<file path="src/rtl/shadd_pkg.sv">
package shadd_pkg;
  localparam int GATE_W  = 1;
  localparam int PAIR_W  = 2;
  localparam int TRIP_W  = 3;
  localparam int N_TRIP  = 3;
  localparam int DESC_W  = GATE_W + PAIR_W + N_TRIP * TRIP_W;
  localparam int N_TERMS = 2 + N_TRIP;
  // largest coefficient: 1 + 2^3 + 3*2^7 = 393 < 2^9
  localparam int GROW_W  = 9;

  typedef struct packed {
    logic [TRIP_W-1:0] trip2;
    logic [TRIP_W-1:0] trip1;
    logic [TRIP_W-1:0] trip0;
    logic [PAIR_W-1:0] pair;
    logic              gate;
  } desc_t;
endpackage

</file>
<file path="src/rtl/shadd_gate_unit.sv">
module shadd_gate_unit #(
  parameter int W = 25
) (
  input  logic signed [W-1:0] ext_i,
  input  logic                kill_i,
  output logic signed [W-1:0] term_o
);
  always_comb begin
    if (kill_i) term_o = '0;
    else        term_o = ext_i;
  end
endmodule

</file>
<file path="src/rtl/shadd_shift_unit.sv">
module shadd_shift_unit #(
  parameter int W   = 25,
  parameter int FLD = 3
) (
  input  logic signed [W-1:0]   ext_i,
  input  logic        [FLD-1:0] amt_i,
  output logic signed [W-1:0]   term_o
);
  always_comb begin
    if (amt_i == '0) term_o = '0;
    else             term_o = ext_i <<< amt_i;
  end
endmodule

</file>
<file path="src/rtl/shadd_sum.sv">
module shadd_sum #(
  parameter int W = 25,
  parameter int N = 5
) (
  input  logic signed [W-1:0] term_i [N],
  output logic signed [W-1:0] sum_o
);
  logic signed [W-1:0] acc;
  always_comb begin
    acc = '0;
    for (int k = 0; k < N; k++) acc = acc + term_i[k];
  end
  assign sum_o = acc;
endmodule

</file>
<file path="src/rtl/shadd_tap.sv">
module shadd_tap
  import shadd_pkg::*;
#(
  parameter int SMP_W     = 16,
  parameter bit SIGNED_IN = 1'b1,
  localparam int PROD_W   = SMP_W + GROW_W
) (
  input  logic [SMP_W-1:0]  smp_i,
  input  logic [DESC_W-1:0] desc_i,
  output logic [PROD_W-1:0] prod_o
);
  desc_t               dsc;
  logic signed [PROD_W-1:0] ext;
  logic signed [PROD_W-1:0] terms [N_TERMS];
  logic signed [PROD_W-1:0] total;
  logic [TRIP_W-1:0]   trip_amt [N_TRIP];

  assign dsc = desc_t'(desc_i);
  assign trip_amt[0] = dsc.trip0;
  assign trip_amt[1] = dsc.trip1;
  assign trip_amt[2] = dsc.trip2;

  generate
    if (SIGNED_IN) begin : g_sext
      assign ext = {{GROW_W{smp_i[SMP_W-1]}}, smp_i};
    end else begin : g_zext
      assign ext = {{GROW_W{1'b0}}, smp_i};
    end
  endgenerate

  shadd_gate_unit #(.W(PROD_W)) u_gate (
    .ext_i (ext),
    .kill_i(dsc.gate),
    .term_o(terms[0])
  );

  shadd_shift_unit #(.W(PROD_W), .FLD(PAIR_W)) u_pair (
    .ext_i (ext),
    .amt_i (dsc.pair),
    .term_o(terms[1])
  );

  generate
    for (genvar t = 0; t < N_TRIP; t++) begin : g_trip
      shadd_shift_unit #(.W(PROD_W), .FLD(TRIP_W)) u_trip (
        .ext_i (ext),
        .amt_i (trip_amt[t]),
        .term_o(terms[2+t])
      );
    end
  endgenerate

  shadd_sum #(.W(PROD_W), .N(N_TERMS)) u_sum (
    .term_i(terms),
    .sum_o (total)
  );

  assign prod_o = total;
endmodule

</file>
<file path="config.mk">
export PLATFORM = sky130hd
export DESIGN_NAME = shadd_tap
export DESIGN_NICKNAME = d
export VERILOG_FILES = /design/src/rtl/shadd_pkg.sv /design/src/rtl/shadd_gate_unit.sv /design/src/rtl/shadd_shift_unit.sv /design/src/rtl/shadd_sum.sv /design/src/rtl/shadd_tap.sv
export SDC_FILE = /design/constraint.sdc
export NUM_CORES = 1
export LEC_CHECK = 0
export BUFFER_PORTS_ARGS = -buffer_cell sky130_fd_sc_hd__buf_2
export CORE_MARGIN = 4
export CORE_UTILIZATION = 28
export DETAILED_ROUTE_END_ITERATION = 16
export GPL_ROUTABILITY_DRIVEN = 0
export GPL_TIMING_DRIVEN = 0
export PLACE_DENSITY = 0.5
export SLEW_MARGIN = 5
export SYNTH_ARGS = -nofsm -noshare
export SYNTH_HDL_FRONTEND = slang
export SYNTH_SLANG_ARGS = --single-unit
</file>
<file path="constraint.sdc">
create_clock -name vclk -period 7.34
set_input_delay 1.468 -clock vclk [all_inputs]
set_output_delay 1.468 -clock vclk [all_outputs]
set_load 0.1 [all_outputs]
</file>
==> summary.md <==
| Metric | Value |
|---|---|
| Buffers on Ports | `45` |
| Drt pass-1 iters | `5` |
| Critical path cell sequence | `buf_12, buf_12, mux2i_4, a21oi_1, nand2_1, o21ai_1, fa_2, fa_1, inv_1, fa_1, inv_1, ha_4, a21o_4, o21bai_1, a211oi_2, o41ai_4, buf_4, a221oi_4, xnor2_4, buf_12` |
| Starting Density | `0.284` |
| Die width | `151 um` |
| Cell with the largest stage delay on the worst path | `fa_1` |
| Critical Path Fanout Max | `9` |
| HP Class | `in -> out` |
| Vias in the first global route | `5,858` |
| Yosys cell types | `66` |
| Max-cap viol count | `0` |
| Worst-Margin Slew | `0.589 ns` |
| # DRC | `0` |
| Dpl ws | `-0.990 ns` |
| Antenna violations before repair | `1` |
| Sequential cell count | `0` |
| Sequential element share of the synthesized area | `0` |
| Fmax | `136 MHz` |
| Clock buffers | `0` |
| Post-DP HPWL | `16,500 um` |
| Row count | `52` |
| Routed vias/inst | `5.23` |
| Worst rel slew slack | `0.606` |
| Final worst path period need | `7.37 ns` |
| Crit. End Element | `primary output` |
| WP data arrival | `5.90 ns` |
| Startpoint Class | `input pin` |
| Initial drt markers | `390` |
| CP max stage delay | `0.55 ns` |
| Period Utilization, post-route | `1.00` |
| Mapped Area | `0.00576 mm^2` |
| Routed WL per cell | `17.6 um` |
| Failing checks | `negative setup slack` |
| Final setup fails | `1` |
| Synth warn | `0` |
| CP most frequent cell | `buf_12` |
| Io pins | `53` |
| FF/Latch Area | `0 um^2` |
| Run status | `finished, violations left` |
| Post-Synthesis Cells | `808` |
| First-pass GRT wire length | `31,800 um` |
| Final hold violation count | `0` |
| WP data required | `5.87 ns` |
| DIE AREA | `0.0229 mm^2` |
| DR vias | `5,953` |
| DRT Wirelength | `20,100 um` |
| Total GRT Usage | `0.172` |
| Core ar. | `0.0202 mm^2` |
| Worst hold slack | `3.87 ns` |
| Largest net degree at the start of global routing | `14` |
| DIE HEIGHT | `151 um` |
| Area growth syn-to-layout | `33.4%` |
| RSZ-0062 raised after global routing | `yes` |
| Final Max Slew Viols | `0` |
| Total overflow reported by the global router | `0` |
| Share of cells above drive strength 1 | `0.287` |
| Nets | `993` |
| Setup Crit Path Kind | `in -> out` |
| Avg Cell Area, Syn | `7.12 um^2` |
| Final worst-path setup slack | `-0.0258 ns` |
| Post-route ant nets | `0` |
==> cell families (layout without fill, tap and decap cells) <==
family / count (synthesis) / after routing / share of synthesized area
other cells: 2 / 5 / 0.00130
simple gates: 213 / 213 / 0.167
fa+ha+maj: 95 / 95 / 0.298
buf+inv: 187 / 245 / 0.130
compound gates: 225 / 225 / 0.247
mux: 61 / 61 / 0.119
xor+xnor: 25 / 25 / 0.0380
==> path summary, 6_finish.rpt <==
| check | from | endpoint | cells past startpoint |
|---|---|---|---|
| hold / removal | desc_i[11] | prod_o[24] | 6 |
| setup / recovery | desc_i[4] | prod_o[24] | 20 |
==> final cells by class <==
class              instances  area [um^2]
well taps                270          338
repair buffers            61          517
inverters                117          443
plain buffers             67          490
multi-input cells        623         5890
fillers                 2125        12600
diodes                     1         2.50
==> synthesized netlist by cell type, types with 4 or more instances <==
master / instances / share of area
inv_1: 116 / 0.076
nand2_1: 92 / 0.060
a21oi_1: 90 / 0.078
fa_1: 70 / 0.24
nor2_1: 52 / 0.034
mux2i_1: 47 / 0.082
clkbuf_1: 40 / 0.026
o21ai_0: 39 / 0.034
ha_1: 25 / 0.054
nor2b_1: 21 / 0.023
nand3_1: 16 / 0.014
xnor2_1: 16 / 0.024
a211oi_1: 14 / 0.018
buf_2: 14 / 0.012
a21o_1: 12 / 0.016
a31oi_1: 10 / 0.011
buf_1: 10 / 0.0065
mux2_2: 9 / 0.018
xor2_1: 9 / 0.014
nor3_1: 7 / 0.0061
o31ai_1: 7 / 0.0091
o221ai_1: 6 / 0.0091
a22o_1: 5 / 0.0076
mux4_2: 5 / 0.020
o21bai_1: 5 / 0.0065
and3_1: 4 / 0.0043
buf_4: 4 / 0.0052
nand2b_1: 4 / 0.0043
o211ai_1: 4 / 0.0052
==> metal layers <==
| metal | up-vias | wire, um | global-route usage |
|---|---|---|---|
| li1 | 2829 | - | - |
| met4 | 0 | 413 | 0.0335 |
| met5 | - | 0 | 0 |
| met2 | 246 | 9140 | 0.275 |
| met1 | 2848 | 9260 | 0.260 |
| met3 | 30 | 1240 | 0.00479 |
==> stage by stage <==
step / TNS (ns) / instances / utilization / area, um^2
3_3_place_gp: -10.04 / 1125 / 0.330 / 6680
2_1_floorplan: -0.186 / 810 / - / 6110
6_report: -0.0258 / 1139 / 0.379 / 7680
5_1_grt: -0.434 / 1139 / 0.379 / 7680
4_1_cts: -0.103 / 1130 / 0.359 / 7260
3_5_place_dp: -9.65 / 1125 / 0.330 / 6680
==> critical path, delay by kind of cell <==
family / cells / cell delay [ns]
AO/OA/AOI/OAI: 7 / 1.54
buffers and inverters: 6 / 0.78
XOR/XNOR: 1 / 0.17
AND/OR/NAND/NOR: 1 / 0.09
multiplexers: 1 / 0.19
adder cells (fa/ha/maj): 4 / 1.66
==> layout by cell type, fill, tap and decap left out, drive strengths merged, types with 3 or more instances in the layout <==
cell	n
a21o	13
mux2i	47
a32o	3
nand3	16
mux2	9
and2	3
nand2b	4
o221ai	6
o21ai	40
nor2b	21
a211oi	16
nand2	92
xor2	9
conb	4
nor2	53
mux4	5
ha	25
nor3	8
a221oi	3
buf	95
o21a	3
a31oi	10
o31ai	7
o211ai	5
fa	70
a21oi	92
o22ai	3
nand3b	3
xnor2	16
o21bai	5
a22o	5
and3	5
inv	115
clkbuf	33
==> repair_timing <==
item	in CTS	in global routing
setup endpoints to repair	18	16
cloned	1	1
pin swaps	16	25
gates resized for setup	144	98
buffers inserted	7	8
hold buffers	0	0
Power is not shown: default switching activity piles up to over one toggle a cycle in this logic, so the estimate is an artifact.
